$ cat config.mk
export PLATFORM = sky130hd
export DESIGN_NAME = defz_centroid
export DESIGN_NICKNAME = d
export VERILOG_FILES = /design/src/rtl/defz_pkg.sv /design/src/rtl/defz_accum.sv /design/src/rtl/defz_divider.sv /design/src/rtl/defz_present.sv /design/src/rtl/defz_centroid.sv
export SDC_FILE = /design/constraint.sdc
export NUM_CORES = 1
export LEC_CHECK = 0
export CAP_MARGIN = 5
export CORE_ASPECT_RATIO = 1.25
export CORE_MARGIN = 2
export CORE_UTILIZATION = 50
export CTS_CLUSTER_DIAMETER = 80
export DETAILED_ROUTE_END_ITERATION = 8
export PLACE_DENSITY = 0.7
export REMOVE_ABC_BUFFERS = 1
export SLEW_MARGIN = 20
export SYNTH_ARGS = -nofsm -noshare
export SYNTH_HDL_FRONTEND = slang
export SYNTH_HIERARCHICAL = 1
export SYNTH_SLANG_ARGS = --single-unit
export TNS_END_PERCENT = 100
$ cat constraint.sdc
create_clock -name clk -period 3.4 [get_ports clk]
set_clock_uncertainty 0.1 [all_clocks]
set_input_delay 0.34 -clock clk [delete_from_list [all_inputs] [get_ports clk]]
set_output_delay 0.34 -clock clk [all_outputs]
set_load 0.02 [all_outputs]
$ cat src/rtl/defz_pkg.sv
package defz_pkg;
   typedef enum logic [1:0] {
      CT_ACC  = 2'd0,
      CT_LOAD = 2'd1,
      CT_DIV  = 2'd2,
      CT_SHOW = 2'd3
   } ctl_state_t;

   typedef enum logic [1:0] {
      PR_IDLE = 2'd0,
      PR_HOLD = 2'd1,
      PR_STB  = 2'd2
   } pres_state_t;
endpackage

$ cat src/rtl/defz_accum.sv
module defz_accum #(
   parameter int W_W   = 4,
   parameter int X_W   = 8,
   parameter int NUM_W = 20,
   parameter int DEN_W = 12
) (
   input  logic             clk,
   input  logic             rst_n,
   input  logic             clr,
   input  logic             add,
   input  logic [W_W-1:0]   w,
   input  logic [X_W-1:0]   x,
   output logic [NUM_W-1:0] num,
   output logic [DEN_W-1:0] den
);
   logic [NUM_W-1:0] prod;

   generate
      if (W_W == 1) begin : g_gate
         assign prod = w[0] ? NUM_W'(x) : '0;
      end else begin : g_mult
         assign prod = NUM_W'(w) * NUM_W'(x);
      end
   endgenerate

   always_ff @(posedge clk) begin
      if (!rst_n || clr) begin
         num <= '0;
         den <= '0;
      end else if (add) begin
         num <= num + prod;
         den <= den + DEN_W'(w);
      end
   end
endmodule

$ cat src/rtl/defz_divider.sv
module defz_divider #(
   parameter int NUM_W = 20,
   parameter int DEN_W = 12,
   parameter int Q_W   = 8
) (
   input  logic             clk,
   input  logic             rst_n,
   input  logic             start,
   input  logic [NUM_W-1:0] num,
   input  logic [DEN_W-1:0] den,
   output logic [Q_W-1:0]   q_out,
   output logic             zero,
   output logic             done
);
   localparam int CNT_W = $clog2(NUM_W + 1);

   logic [DEN_W-1:0] rem;
   logic [NUM_W-1:0] dvd;
   logic [DEN_W-1:0] dsr;
   logic [NUM_W-1:0] quo;
   logic [CNT_W-1:0] cnt;
   logic             busy;
   logic [DEN_W:0]   rem_sh;
   logic [DEN_W:0]   rem_sub;
   logic             fits;

   assign rem_sh  = {rem, dvd[NUM_W-1]};
   assign rem_sub = rem_sh - {1'b0, dsr};
   assign fits    = rem_sh >= {1'b0, dsr};

   always_ff @(posedge clk) begin
      if (!rst_n) begin
         rem  <= '0;
         dvd  <= '0;
         dsr  <= '0;
         quo  <= '0;
         cnt  <= '0;
         busy <= 1'b0;
         zero <= 1'b0;
         done <= 1'b0;
      end else if (start) begin
         rem  <= '0;
         dvd  <= num;
         dsr  <= den;
         quo  <= '0;
         cnt  <= CNT_W'(NUM_W);
         busy <= 1'b1;
         zero <= (den == '0);
         done <= 1'b0;
      end else if (busy) begin
         rem  <= fits ? rem_sub[DEN_W-1:0] : rem_sh[DEN_W-1:0];
         dvd  <= {dvd[NUM_W-2:0], 1'b0};
         quo  <= {quo[NUM_W-2:0], fits};
         cnt  <= cnt - 1'b1;
         if (cnt == CNT_W'(1)) begin
            busy <= 1'b0;
            done <= 1'b1;
         end
      end else begin
         done <= 1'b0;
      end
   end

   generate
      if (NUM_W > Q_W) begin : g_sat
         assign q_out = zero ? '0 : ((|quo[NUM_W-1:Q_W]) ? '1 : quo[Q_W-1:0]);
      end else begin : g_nosat
         assign q_out = zero ? '0 : Q_W'(quo);
      end
   endgenerate
endmodule

$ cat src/rtl/defz_present.sv
module defz_present
   import defz_pkg::*;
#(
   parameter int Y_W          = 8,
   parameter int ID_W         = 2,
   parameter int STB_LEN      = 5,
   parameter int STB_LAST_LEN = 1
) (
   input  logic            clk,
   input  logic            rst_n,
   input  logic            go,
   input  logic [Y_W-1:0]  q_in,
   input  logic [ID_W-1:0] id_in,
   input  logic            err_in,
   input  logic            last_in,
   input  logic            hold_in,
   output logic [Y_W-1:0]  y_data,
   output logic [ID_W-1:0] y_id,
   output logic            y_err,
   output logic            y_strobe,
   output logic            done
);
   localparam int CW = $clog2(STB_LEN + 1);

   pres_state_t     st;
   logic [CW-1:0]   cnt;
   logic [Y_W-1:0]  h_q;
   logic [ID_W-1:0] h_id;
   logic            h_err;
   logic            h_last;

   always_ff @(posedge clk) begin
      if (!rst_n) begin
         st     <= PR_IDLE;
         cnt    <= '0;
         h_q    <= '0;
         h_id   <= '0;
         h_err  <= 1'b0;
         h_last <= 1'b0;
         y_data <= '0;
         y_id   <= '0;
         y_err  <= 1'b0;
      end else begin
         case (st)
            PR_IDLE: if (go) begin
               h_q    <= q_in;
               h_id   <= id_in;
               h_err  <= err_in;
               h_last <= last_in;
               st     <= PR_HOLD;
            end
            PR_HOLD: if (!hold_in) begin
               y_data <= h_q;
               y_id   <= h_id;
               y_err  <= h_err;
               cnt    <= h_last ? CW'(STB_LAST_LEN - 1) : CW'(STB_LEN - 1);
               st     <= PR_STB;
            end
            PR_STB: begin
               if (cnt == '0) st <= PR_IDLE;
               else           cnt <= cnt - 1'b1;
            end
            default: st <= PR_IDLE;
         endcase
      end
   end

   assign y_strobe = (st == PR_STB);
   assign done     = (st == PR_STB) && (cnt == '0);
endmodule

$ cat src/rtl/defz_centroid.sv
module defz_centroid
   import defz_pkg::*;
#(
   parameter int W_W          = 4,
   parameter int X_W          = 8,
   parameter int ID_W         = 2,
   parameter int MAX_RULES    = 256,
   parameter int STB_LEN      = 5,
   parameter int STB_LAST_LEN = 1
) (
   input  logic            clk,
   input  logic            rst_n,
   input  logic            rule_valid,
   output logic            rule_ready,
   input  logic [W_W-1:0]  rule_weight,
   input  logic [X_W-1:0]  rule_pos,
   input  logic            rule_end_var,
   input  logic            rule_end_cycle,
   input  logic            hold_in,
   output logic [X_W-1:0]  y_data,
   output logic [ID_W-1:0] y_id,
   output logic            y_zero_err,
   output logic            y_strobe
);
   localparam int RC_W  = $clog2(MAX_RULES);
   localparam int NUM_W = W_W + X_W + RC_W;
   localparam int DEN_W = W_W + RC_W;

   generate
      if (W_W < 1 || X_W < 2) begin : g_bad_width
         $error("defz_centroid: weight or position width too small");
      end
      if (STB_LAST_LEN < 1 || STB_LEN < STB_LAST_LEN) begin : g_bad_stb
         $error("defz_centroid: strobe lengths out of range");
      end
      if (MAX_RULES < 2) begin : g_bad_rules
         $error("defz_centroid: rule limit too small");
      end
   endgenerate

   ctl_state_t      st;
   logic [ID_W-1:0] var_id;
   logic [ID_W-1:0] cur_id;
   logic            cur_last;
   logic            accept;
   logic [NUM_W-1:0] acc_num;
   logic [DEN_W-1:0] acc_den;
   logic [X_W-1:0]  div_q;
   logic            div_zero;
   logic            div_done;
   logic            pres_done;

   assign rule_ready = (st == CT_ACC);
   assign accept     = rule_valid && rule_ready;

   always_ff @(posedge clk) begin
      if (!rst_n) begin
         st       <= CT_ACC;
         var_id   <= '0;
         cur_id   <= '0;
         cur_last <= 1'b0;
      end else begin
         case (st)
            CT_ACC: if (accept && rule_end_var) begin
               cur_id   <= var_id;
               cur_last <= rule_end_cycle;
               var_id   <= rule_end_cycle ? '0 : var_id + 1'b1;
               st       <= CT_LOAD;
            end
            CT_LOAD: st <= CT_DIV;
            CT_DIV:  if (div_done)  st <= CT_SHOW;
            CT_SHOW: if (pres_done) st <= CT_ACC;
            default: st <= CT_ACC;
         endcase
      end
   end

   defz_accum #(.W_W(W_W), .X_W(X_W), .NUM_W(NUM_W), .DEN_W(DEN_W)) u_accum (
      .clk (clk), .rst_n (rst_n), .clr (st == CT_LOAD), .add (accept),
      .w (rule_weight), .x (rule_pos), .num (acc_num), .den (acc_den)
   );

   defz_divider #(.NUM_W(NUM_W), .DEN_W(DEN_W), .Q_W(X_W)) u_div (
      .clk (clk), .rst_n (rst_n), .start (st == CT_LOAD),
      .num (acc_num), .den (acc_den), .q_out (div_q), .zero (div_zero), .done (div_done)
   );

   defz_present #(.Y_W(X_W), .ID_W(ID_W), .STB_LEN(STB_LEN), .STB_LAST_LEN(STB_LAST_LEN)) u_pres (
      .clk (clk), .rst_n (rst_n), .go (div_done), .q_in (div_q), .id_in (cur_id),
      .err_in (div_zero), .last_in (cur_last), .hold_in (hold_in),
      .y_data (y_data), .y_id (y_id), .y_err (y_zero_err), .y_strobe (y_strobe), .done (pres_done)
   );
endmodule

Word level (Yosys, flattened, before mapping)
Index checks and enable logic that the tools add are counted.
Widths: inputs -> output; s select.
{ "classes": {"order_cmp": 1, "reduce_logical": 20, "n_mux": 23, "n_mul": 1, "bitwise": 3, "n_addsub": 6, "n_eq_ne": 13} }
{ "ops": {"columns": ["cell", "n"], "rows": [
  ["$mux 20", 2],
  ["$add 20x12->20", 1],
  ["$mux 8", 2],
  ["$mux 2", 7],
  ["$ge 13x12->1", 1],
  ["$add 12x4->12", 1],
  ["$logic_not 12->1", 1],
  ["$mul 4x8->12", 1],
  ["$mux 12", 1],
  ["$reduce_or 12->1", 1],
  ["$sub 12x12->12", 1],
  ["$mux 5", 2],
  ["$mux 3", 3],
  ["$reduce_and 3->1", 3],
  ["$ne 2x2->1 const B", 4],
  ["$pmux 2 s4", 1],
  ["$eq 2x2->1 const B", 3],
  ["$ne 2x1->1 const B", 3],
  ["$pmux 2 s3", 1],
  ["$pmux 3 s2", 1],
  ["$reduce_and 2->1", 3],
  ["$eq 5x1->1 const B", 1],
  ["$sub 5x1->5 const B", 1],
  ["$eq 2x1->1 const B", 2],
  ["12 further kinds", 20]
]} }
{ "totals": {"word_cells": 91, "register_bits": 139} }

Depth between registers and ports, before layout
Gate-level depths: netlist of run 1.
{ "depth": {"depth_word": 5, "ltp_mapped": 14, "depth_no_buf": 14} }

Modules after synthesis
Netlist of run 1, hierarchy kept.
{ "by_module_without_submodules": {"columns": ["mod", "cells_per_inst", "seq_area_each_um2", "area_per_inst_um2", "instances"], "rows": [
  ["defz_divider", 431, 1441.4, 3824.9, 1],
  ["defz_accum", 335, 640.6, 2815.2, 1],
  ["defz_present", 119, 560.5, 1147.4, 1],
  ["defz_centroid", 39, 140.1, 382.9, 1]
]} }

Worst setup path after synthesis of run 1
OpenSTA, ideal clock, no wires.
{ "synth_timing": {"path_kind": "input to register", "startpoint": "input port rule_pos[2]", "endpoint": "register u_accum.num[19]", "setup_ns": 0.121, "slack_ns": -0.291, "required_ns": 3.179, "arrival_ns": 3.469, "cell_stages": 13, "path_cell_list": "and2_1 fa_1 fa_1 inv_1 fa_1 inv_1 ha_1 a21oi_1 o211ai_2 nand2_2 o221ai_4 nand3_2 mux2_4"} }
{ "synth_via": {"elab_chain_len": 2} }
{ "synth_lines": {"columns": ["item", "line_no", "source"], "rows": [
  ["from (decl)", "defz_centroid.sv:16", "input logic [X_W-1:0] rule_pos,"],
  ["$mul 4x8->12", "defz_accum.sv:22", "assign prod = NUM_W'(w) * NUM_W'(x);"],
  ["$add 20x12->20", "defz_accum.sv:31", "num <= num + prod;"],
  ["to (signal assigned)", "defz_accum.sv:31", null],
  ["to (decl)", "defz_accum.sv:13", "output logic [NUM_W-1:0] num,"]
]} }
Every way passes these cells.
A chain may end at the register's enable or synchronous reset.

Final worst setup path of run 1
{ "layout_timing": {"startpoint": "input port rule_weight[2]", "endpoint": "register u_accum.num[19]"} }
{ "layout_via": {"elab_chain_len": 2} }
{ "layout_lines": {"columns": ["item", "line_no", "source"], "rows": [
  ["from (decl)", "defz_centroid.sv:15", "input logic [W_W-1:0] rule_weight,"],
  ["$mul 4x8->12", "defz_accum.sv:22", null],
  ["$add 20x12->20", "defz_accum.sv:31", null]
]} }
Every way passes these cells.

==> flow_summary.ini, run 1 <==
[outcome]
run_status = complete, no violations

[critical_path]
cpMaxStageDelayCell = sky130_fd_sc_hd__fa_1
timing.setup.critical_path_class = in -> reg
r2r_setup_slack_ns = 0.70
worstPathArrival_ns = 3.53
critical_path.endpoint_type = register
path_common_cell = sky130_fd_sc_hd__fa_1
slowest_delay_ns = 0.54
critical_path_required_ns = 3.60
worst_r2r_startpoint = u_accum/num[2]
setup.worst_path.start_class = input pin
maximum_net_fanout_on_the_critical_path = 8
crit_chain = buf_8 > and2_4 > fa_1 > fa_1 > inv_2 > fa_1 > inv_2 > ha_4 > nand2_4 > o211ai_4 > nand2_2 > o221ai_4 > nand3_2 > mux2_4
timing.rr.end = u_accum/num[18]
reg2regPathDepth = 12

[clocking]
worstSkewPairLatency_ns = 0.42
cts_sinks = 139
cts-root-buf = sky130_fd_sc_hd__clkbuf_16
cts.path.max_buffers = 2
cts_tree = done
clkSlewWorstSetupHoldPaths_ns = 0.06
clock_tree.htree_level_count = 4
cts_inserted_buffers = 17

[timing]
period_needed_ns = 3.32
hold_violations = 0
slew_headroom_pct = 47.6
report.final.slew_viol_count = 0
worst-slew-pin-transition_ns = 0.785
finalSetupViolCount = 0
min_period_over_period_pct = 97.7
max_freq_mhz = 301
rsz0062_at_grt = yes

[placement]
globalplace.congestion = 0.880
number_of_cells_in_the_design_after_placement = 1183
place.port_buffers = 30
post-dp-hpwl_um = 11600

[die]
area_of_the_core_um2 = 16100
die_h_um = 147
start_util_pct = 50.8
fp.dieArea_um2 = 17400
core.rowCount = 52
die_width_um = 118
floorplan.io_pins = 31

[power_and_ir_drop]
intPower_mw = 4.51
post-layout-total-power_mw = 7.14
switching_share_pct = 36.9
vdd.ir_drop.worst_mv = 0.432
pwr_density_cell_nw_per_um2 = 736
power_frac_clock_pct = 25.4
seq_power_share_pct = 28.7
switching_power_mw = 2.64
leakagePower_nw = 3.87
power.share.combinational_pct = 45.9

[logic_synthesis]
postSynthCellCount = 924
synth_sequential_area_ratio_pct = 34.1
yosys.cell_count.top_type = sky130_fd_sc_hd__dfxtp_1
mappedNetlistArea_um2 = 8170
synthFlopType = sky130_fd_sc_hd__dfxtp_1
synth_top_area_share_pct = 34.1
synth_largest_area_cell = sky130_fd_sc_hd__dfxtp_1
mean_area_per_synthesized_cell_um2 = 8.84
synthArstFlopShare_pct = 0
ys_warn_count = 6
synth_enable_flop_cells = 0
synth.top_cells.by_area = sky130_fd_sc_hd__dfxtp_1 (34%), sky130_fd_sc_hd__mux2i_1 (9.7%), sky130_fd_sc_hd__ha_1 (7.2%)
yosys_register_bits = 139
yosys.cell_types.count = 76
yosys-top-cells-count = sky130_fd_sc_hd__dfxtp_1 (139), sky130_fd_sc_hd__nand2_1 (90), sky130_fd_sc_hd__inv_1 (87)

[hold_path]
holdPathStages = 2
timing.hold.worst.class = in -> reg
min_from = rst_n
timing.hold.worst_endpoint = u_div/busy

[global_routing]
gr-usage-all-layers_pct = 18.8
maximum_number_of_pins_on_one_net_before_global_route_repair = 53
overflow = 0
first_global_vias = 6199
grt_pass1_wl_um = 27300
antenna_found_initial = 0

[flow_run]
maxcap_viol_count = 0

[drt]
num_vias = 6262
drt-vias-per-instance = 5.15
wirelength_um = 16000
drt_first_iter_violations = 306
dr_wl_met2_um = 8390
detailroute.wirelength.met3_um = 326
drcViolationCount = 0
post_route_antenna_net_violation_count = 0
routed.top_layer = met4
drt-met1-wl_um = 6960
detail_route.first_pass.iterations = 5
wire_per_inst_um = 13.2

[layout]
fin_cells = 1217
final_net_count = 1078
antenna_cells = 0
syn_to_final_growth_pct = 18.9
drive_above_1_share_pct = 15.7
-- cell type report --
type,instances,area [µm²]
clock buffer,19,433
fill,1410,6360
multi-input combinational,659,5040
tap,216,270
inverter,88,330
sequential,139,2790
clock inverter,11,149
timing repair buffer,85,701
-- logic make-up after synthesis --
kind of cell,synth area share (%)
adder cells (fa/ha/maj),12.8
AO/OA/AOI/OAI,13.0
buffers and inverters,6.45
XOR/XNOR,3.32
AND/OR/NAND/NOR,20.5
multiplexers,9.86
flip-flops,34.1
-- critical path: cells and delay by family --
family | cells | cell delay [ns]
AO/OA/AOI/OAI | 2 | 0.45
multiplexers | 1 | 0.30
adder cells (fa/ha/maj) | 4 | 1.80
buffers and inverters | 3 | 0.20
AND/OR/NAND/NOR | 4 | 0.43
-- cell usage in the layout, fill, tap and decap left out, types with 4 or more instances in the layout --
cell,n
sky130_fd_sc_hd__dfxtp_1,138
sky130_fd_sc_hd__nand2_1,89
sky130_fd_sc_hd__inv_1,82
sky130_fd_sc_hd__mux2i_1,79
sky130_fd_sc_hd__nor2_1,72
sky130_fd_sc_hd__buf_4,54
sky130_fd_sc_hd__and2_1,40
sky130_fd_sc_hd__ha_1,39
sky130_fd_sc_hd__nor2b_1,36
sky130_fd_sc_hd__o21ai_0,36
sky130_fd_sc_hd__a21oi_1,28
sky130_fd_sc_hd__fa_1,21
sky130_fd_sc_hd__xnor2_1,19
sky130_fd_sc_hd__clkbuf_16,17
sky130_fd_sc_hd__clkdlybuf4s50_1,17
sky130_fd_sc_hd__nand3_1,15
sky130_fd_sc_hd__a21boi_0,14
sky130_fd_sc_hd__a31oi_1,14
sky130_fd_sc_hd__xor2_1,12
sky130_fd_sc_hd__and2_4,11
sky130_fd_sc_hd__a21oi_2,9
sky130_fd_sc_hd__o21a_1,8
sky130_fd_sc_hd__nand4_1,8
sky130_fd_sc_hd__a21o_1,7
sky130_fd_sc_hd__ha_4,7
sky130_fd_sc_hd__inv_2,6
sky130_fd_sc_hd__o21ai_1,6
sky130_fd_sc_hd__a211oi_1,5
sky130_fd_sc_hd__nor4_1,5
sky130_fd_sc_hd__nand2b_1,4
sky130_fd_sc_hd__and3_1,4
sky130_fd_sc_hd__nor3_1,4
sky130_fd_sc_hd__nor4b_1,4
-- sequential cells by signal, summed over array words and instances (netlist names) --
name	cells
u_accum/num	20
u_pres/st	2
u_div/done	1
u_div/rem	12
u_pres/h_q	8
cur_last	1
u_pres/cnt	3
var_id	2
u_div/cnt	5
cur_id	2
u_pres/y_id	2
u_div/quo	20
u_div/dvd	20
u_pres/y_data	8
u_div/dsr	12
st	2
u_div/zero	1
u_pres/h_err	1
u_div/busy	1
u_pres/h_last	1
u_pres/h_id	2
u_pres/y_err	1
u_accum/den	12
-- timing repair --
item	4_1_cts	5_1_grt
endpoints found under the setup margin	16	12
hold buffers	0	0
pin swaps	16	28
setup buffers	3	1
gates resized for setup	37	42
-- metrics by stage --
stage	utilization, %	worst slack, ns	hold slack, ns	setup TNS, ns	instance area [µm²]
4_1_cts	59.9	0.00145	0.167	0	9620
3_5_place_dp	55.6	-0.939	0.357	-12.72	8930
6_report	60.4	0.0769	0.175	0	9710
2_1_floorplan	-	-0.291	0.341	-1.38	7970
3_3_place_gp	55.6	-0.829	0.350	-11.55	8930
5_1_grt	60.4	-0.0811	0.181	-0.229	9710
-- how the worst max path moves through the flow --
stage / from / end / cells after the start
2_1_floorplan: rule_pos[2] / u_accum/num[19] / 13
6_report: rule_weight[2] / u_accum/num[19] / 14
3_5_place_dp: rule_weight[2] / u_accum/num[19] / 14
4_1_cts: rule_weight[3] / u_accum/num[19] / 14
5_1_grt: rule_pos[0] / u_accum/num[18] / 17
3_3_place_gp: rule_weight[2] / u_accum/num[19] / 14
-- layer usage --
layer / up-vias / global-route usage [%]
met3: 29 / 3.73
met4: 0 / 7.05
met2: 77 / 34.5
met1: 2919 / 21.4
met5: - / 0
li1: 3237 / -
-- power groups by stage --
stage,clock (mW),combinational (mW),sequential (mW)
after global routing,1.92,3.63,2.09
after detailed placement,0,2.98,2.09
after floorplan,0,2.16,2.03
after CTS,1.85,3.16,2.05
after global placement,0,2.95,2.08
final,1.82,3.28,2.05
Note: power is estimated with default switching activity, not from simulation.
==> inputs of run 2 (changes only) <==
--- a/config.mk
+++ b/config.mk
@@ -6,12 +6,14 @@
 export NUM_CORES = 1
 export LEC_CHECK = 0
 export CAP_MARGIN = 5
+export CELL_PAD_IN_SITES_DETAIL_PLACEMENT = 0
+export CELL_PAD_IN_SITES_GLOBAL_PLACEMENT = 1
 export CORE_ASPECT_RATIO = 1.25
 export CORE_MARGIN = 2
-export CORE_UTILIZATION = 50
+export CORE_UTILIZATION = 43
 export CTS_CLUSTER_DIAMETER = 80
 export DETAILED_ROUTE_END_ITERATION = 8
-export PLACE_DENSITY = 0.7
+export PLACE_DENSITY = 0.8
 export REMOVE_ABC_BUFFERS = 1
 export SLEW_MARGIN = 20
 export SYNTH_ARGS = -nofsm -noshare
==> run 2 against run 1 <==
  * Design area decreased by 0.17%
  * Sequential share of layout area about the same
  * Critical path type unchanged
  * Via count decreased by 0.45%
  * Combinational power about the same
  * Critical path depth unchanged
==> flow_summary.ini, run 2 (synthesis results as in run 1) <==
[timing]
hold_violations = 0
min_period_over_period_pct = 96.1
finalSetupViolCount = 0
worst-slew-pin-transition_ns = 0.817
final.setup.tns_ns = 0
max_freq_mhz = 306
period_needed_ns = 3.27
report.final.slew_viol_count = 0
slew_headroom_pct = 45.4
timing.hold.ws_ns = 0.366

[die]
core.rowCount = 56
start_util_pct = 43.7
fp.dieArea_um2 = 20100
floorplan.io_pins = 31
die_width_um = 127
die_h_um = 158
area_of_the_core_um2 = 18700

[power_and_ir_drop]
vdd.ir_drop.worst_mv = 0.484
leakagePower_nw = 3.84
pwr_density_cell_nw_per_um2 = 736

[drt]
wire_per_inst_um = 13.1
drcViolationCount = 0
num_vias = 6234
post_route_antenna_net_violation_count = 0
detail_route.first_pass.iterations = 4
drt-vias-per-instance = 5.05
drt_first_iter_violations = 258
wirelength_um = 16200

[critical_path]
worst_r2r_startpoint = u_accum/num[2]
critical_path.endpoint_type = register
critical_path_required_ns = 3.61
critPathLaunch = rule_weight[1]
setup.worst_path.start_class = input pin
timing.setup.critical_path_class = in -> reg
maximum_net_fanout_on_the_critical_path = 5
worstPathArrival_ns = 3.48

[placement]
place.port_buffers = 30
post-dp-hpwl_um = 11800
globalplace.congestion = 0.818

[layout]
antenna_cells = 0
largest_registers = u_accum/num x20, u_div/dvd x20, u_div/quo x20
number_of_fill_cells = 1786
commonest_non_fill_non_tap_cells_in_the_layout = sky130_fd_sc_hd__dfxtp_1 (138), sky130_fd_sc_hd__nand2_1 (89), sky130_fd_sc_hd__inv_1 (83)
final_common_cell = sky130_fd_sc_hd__dfxtp_1
drive_above_1_share_pct = 15.5
syn_to_final_growth_pct = 18.7
final_net_count = 1077

[clocking]
clock_tree.htree_level_count = 4
clkSlewWorstSetupHoldPaths_ns = 0.06
cts_sinks = 139
worstSkewPairLatency_ns = 0.42
cts_inserted_buffers = 17
cts-root-buf = sky130_fd_sc_hd__clkbuf_16
cts.path.max_buffers = 2
cts_tree = done

[global_routing]
first_global_vias = 6085
overflow = 0
maximum_number_of_pins_on_one_net_before_global_route_repair = 75
gr-usage-all-layers_pct = 17.0
grt_pass1_wl_um = 28200
antenna_found_initial = 0

[flow_run]
maxcap_viol_count = 0

[outcome]
run_status = complete, no violations

[hold_path]
min_from = u_pres/h_q[5]
timing.hold.worst.class = reg -> reg
==> run 2: area by class of cell <==
cell class | instances | area (µm²) | share of cell area (%)
multi-input cells | 659 | 5040 | 52.0
flip-flops and latches | 139 | 2790 | 28.7
repair buffers | 84 | 664 | 6.85
clock buffers | 19 | 443 | 4.57
inverters | 88 | 330 | 3.41
well taps | 232 | 290 | 2.99
clock inverters | 13 | 143 | 1.47
==> run 2: through the flow <==
step	instance area (µm²)	utilization, %	total power, mW	instances	setup slack [ns]
6_report	9700	51.8	7.13	1234	0.131
5_1_grt	9700	51.8	7.64	1234	-0.00296
4_1_cts	9680	51.7	7.15	1234	-0.00764
3_5_place_dp	8960	47.9	5.12	1201	-0.884
3_3_place_gp	8960	47.9	5.09	1201	-0.833
2_1_floorplan	7970	-	4.19	886	-0.291
==> run 2: final timing paths <==
| kind | end | slack (ns) | cells past startpoint |
|---|---|---|---|
| max | u_accum/num[19] | 0.13 | 14 |
| min | u_pres/h_q[5] | 0.37 | 2 |
| max reg2reg | u_accum/num[17] | 0.78 | 11 |
| min reg2reg | u_pres/h_q[5] | 0.37 | 2 |
==> run 2: per-layer routing <==
metal	track usage, %	part of all wire [%]
met2	30.9	50
met1	20.0	46
met4	6.54	2.0
met3	3.04	1.7
met5	0	0
==> run 2: worst max-delay path, cell delays in order <==
cell and delay (ns):
sky130_fd_sc_hd__buf_2 0.13, sky130_fd_sc_hd__buf_4 0.14, sky130_fd_sc_hd__and2_4 0.15, sky130_fd_sc_hd__fa_1 0.49
sky130_fd_sc_hd__fa_1 0.49, sky130_fd_sc_hd__inv_1 0.05, sky130_fd_sc_hd__fa_1 0.49, sky130_fd_sc_hd__inv_2 0.05
sky130_fd_sc_hd__ha_4 0.27, sky130_fd_sc_hd__o21a_1 0.16, sky130_fd_sc_hd__nand2_2 0.09, sky130_fd_sc_hd__o221ai_4 0.22
sky130_fd_sc_hd__nand3_2 0.11, sky130_fd_sc_hd__mux2_4 0.30
==> run 2: power breakdown <==
group	switching, mW	internal [mW]	total [mW]	leakage [nW]
logic	1.71	1.54	3.25	2.44
clock network	0.728	1.10	1.83	0.278
registers	0.247	1.81	2.06	1.12
==> run 2: repair_timing <==
action | in CTS | in global routing
hold buffers | 0 | 0
pin swaps | 14 | 22
setup endpoints to repair | 16 | 14
setup buffers | 1 | 0
gates resized for setup | 42 | 21
==> inputs of run 3 (changes only) <==
--- a/config.mk
+++ b/config.mk
@@ -13,6 +13,7 @@
 export CORE_UTILIZATION = 43
 export CTS_CLUSTER_DIAMETER = 80
 export DETAILED_ROUTE_END_ITERATION = 8
+export MAX_ROUTING_LAYER = met4
 export PLACE_DENSITY = 0.8
 export REMOVE_ABC_BUFFERS = 1
 export SLEW_MARGIN = 20
==> run 3 against run 2 <==
  * Sequential power is essentially flat
  * Utilization unchanged
  * Maximum frequency barely moved
  * Combinational power hardly changed
  * Sequential share of layout area is the same
  * Final cell count stayed put
  * Count of clock-buffer cells in the layout unchanged
  * Worst setup slack lost 0.0015 ns
  * Global-route usage up 0.52 points
  * Design area is the same
  * Register-to-register slack barely moved
  * First-iteration DRC count increased by 2.7%
==> flow_summary.ini, run 3 (synthesis results as in run 1) <==
[critical_path]
critical_path_buf_inv_count = 4
maximum_net_fanout_on_the_critical_path = 5
setup.worst_path.start_class = input pin
cpMaxStageDelayCell = sky130_fd_sc_hd__fa_1
slowest_delay_ns = 0.49
cp_top_family = adder cells
timing.setup.critical_path_class = in -> reg
worstPathArrival_ns = 3.48
path_common_cell = sky130_fd_sc_hd__fa_1
crit_chain = buf_2 > buf_4 > and2_4 > fa_1 > fa_1 > inv_1 > fa_1 > inv_2 > ha_4 > o21a_1 > nand2_2 > o221ai_4 > nand3_2 > mux2_4
critical_path.endpoint_type = register
critical_path_required_ns = 3.61

[placement]
post-dp-hpwl_um = 11800
place.port_buffers = 30
globalplace.congestion = 0.830

[layout]
largest_registers = u_accum/num x20, u_div/dvd x20, u_div/quo x20
syn_to_final_growth_pct = 18.7
antenna_cells = 0
drive_above_1_share_pct = 15.5
final_net_count = 1077
commonest_non_fill_non_tap_cells_in_the_layout = sky130_fd_sc_hd__dfxtp_1 (138), sky130_fd_sc_hd__nand2_1 (89), sky130_fd_sc_hd__inv_1 (83)
final_common_cell = sky130_fd_sc_hd__dfxtp_1
number_of_fill_cells = 1786

[power_and_ir_drop]
leakagePower_nw = 3.84
pwr_density_cell_nw_per_um2 = 736
vdd.ir_drop.worst_mv = 0.485

[timing]
slew_headroom_pct = 45.4
max_freq_mhz = 306
hold_violations = 0
period_needed_ns = 3.27
finalSetupViolCount = 0
worst-slew-pin-transition_ns = 0.817
report.final.slew_viol_count = 0
min_period_over_period_pct = 96.2
timing.hold.ws_ns = 0.366
final.setup.tns_ns = 0

[clocking]
cts.path.max_buffers = 2
cts_inserted_buffers = 17
cts_tree = done
clock_tree.htree_level_count = 4
cts_sinks = 139
cts-root-buf = sky130_fd_sc_hd__clkbuf_16
cts_hold_buf = 0
worstSkewPairLatency_ns = 0.42
clkSlewWorstSetupHoldPaths_ns = 0.06

[die]
die_width_um = 127
floorplan.io_pins = 31
start_util_pct = 43.7
fp.dieArea_um2 = 20100
die_h_um = 158
core.rowCount = 56
area_of_the_core_um2 = 18700

[global_routing]
overflow = 0
maximum_number_of_pins_on_one_net_before_global_route_repair = 75
antenna_found_initial = 0
gr-usage-all-layers_pct = 17.6
first_global_vias = 6071
grt_pass1_wl_um = 28200

[hold_path]
timing.hold.worst.class = reg -> reg

[drt]
drt-vias-per-instance = 5.06
num_vias = 6239
wire_per_inst_um = 13.1
post_route_antenna_net_violation_count = 0
wirelength_um = 16200
drcViolationCount = 0
detail_route.first_pass.iterations = 4
drt_first_iter_violations = 265

[outcome]
run_status = complete, no violations

[flow_run]
maxcap_viol_count = 0
-- run 3: layout make-up --
| type | count | area [µm²] | area share, % |
|---|---|---|---|
| sequential | 139 | 2790 | 28.7 |
| timing repair buffer | 84 | 664 | 6.85 |
| inverter | 88 | 330 | 3.41 |
| clock buffer | 19 | 443 | 4.57 |
| tap | 232 | 290 | 2.99 |
| clock inverter | 13 | 143 | 1.47 |
| multi-input combinational | 659 | 5040 | 52.0 |
-- run 3: worst register-to-register path, delay by kind of cell, from the launching register on --
family / cells / cell delay [ns]
adders and majority gates: 2 / 0.95
buffers and inverters: 3 / 0.30
DFF: 1 / 0.35
AOI/OAI and AO/OA: 5 / 0.73
and+or+nand+nor: 1 / 0.12
-- run 3: final timing paths --
kind | start | to | slack (ns) | depth (start not counted)
worst max-delay path | rule_weight[1] | u_accum/num[19] | 0.13 | 14
worst min register to register | u_pres/h_q[5] | u_pres/h_q[5] | 0.37 | 2
worst min-delay path | u_pres/h_q[5] | u_pres/h_q[5] | 0.37 | 2
worst max register to register | u_accum/num[2] | u_accum/num[17] | 0.78 | 11
-- run 3: where the power goes --
part           switching (mW)  total (mW)  internal (mW)
registers               0.247        2.06           1.81
clock network           0.731        1.83           1.10
logic                    1.71        3.25           1.54
total                    2.68        7.14           4.45
-- run 3: what timing repair did --
| item | CTS | global route |
|---|---|---|
| endpoints found under the setup margin | 16 | 14 |
| buffers inserted | 1 | 0 |
| pin swaps | 14 | 20 |
| resized for setup | 42 | 21 |
| hold endpoints to repair | 0 | 0 |
-- run 3: per-layer routing --
metal / track usage [%] / wire length [µm] / up-vias
met2: 30.8 / 8160 / 80
li1: - / - / 3234
met4: 6.54 / 317 / 0
met5: - / 0 / -
met1: 20.0 / 7400 / 2901
met3: 3.14 / 330 / 24
-- run 3: stage by stage --
| stage | instance area, µm² | cells | worst slack (ns) | utilization (%) | power [mW] |
|---|---|---|---|---|---|
| CTS | 9680 | 1234 | -0.00764 | 51.7 | 7.15 |
| floorplan | 7970 | 886 | -0.291 | - | 4.19 |
| global route | 9700 | 1234 | -0.00153 | 51.8 | 7.65 |
| global placement | 8960 | 1201 | -0.833 | 47.9 | 5.09 |
| detailed placement | 8960 | 1201 | -0.884 | 47.9 | 5.12 |
| finish | 9700 | 1234 | 0.130 | 51.8 | 7.14 |
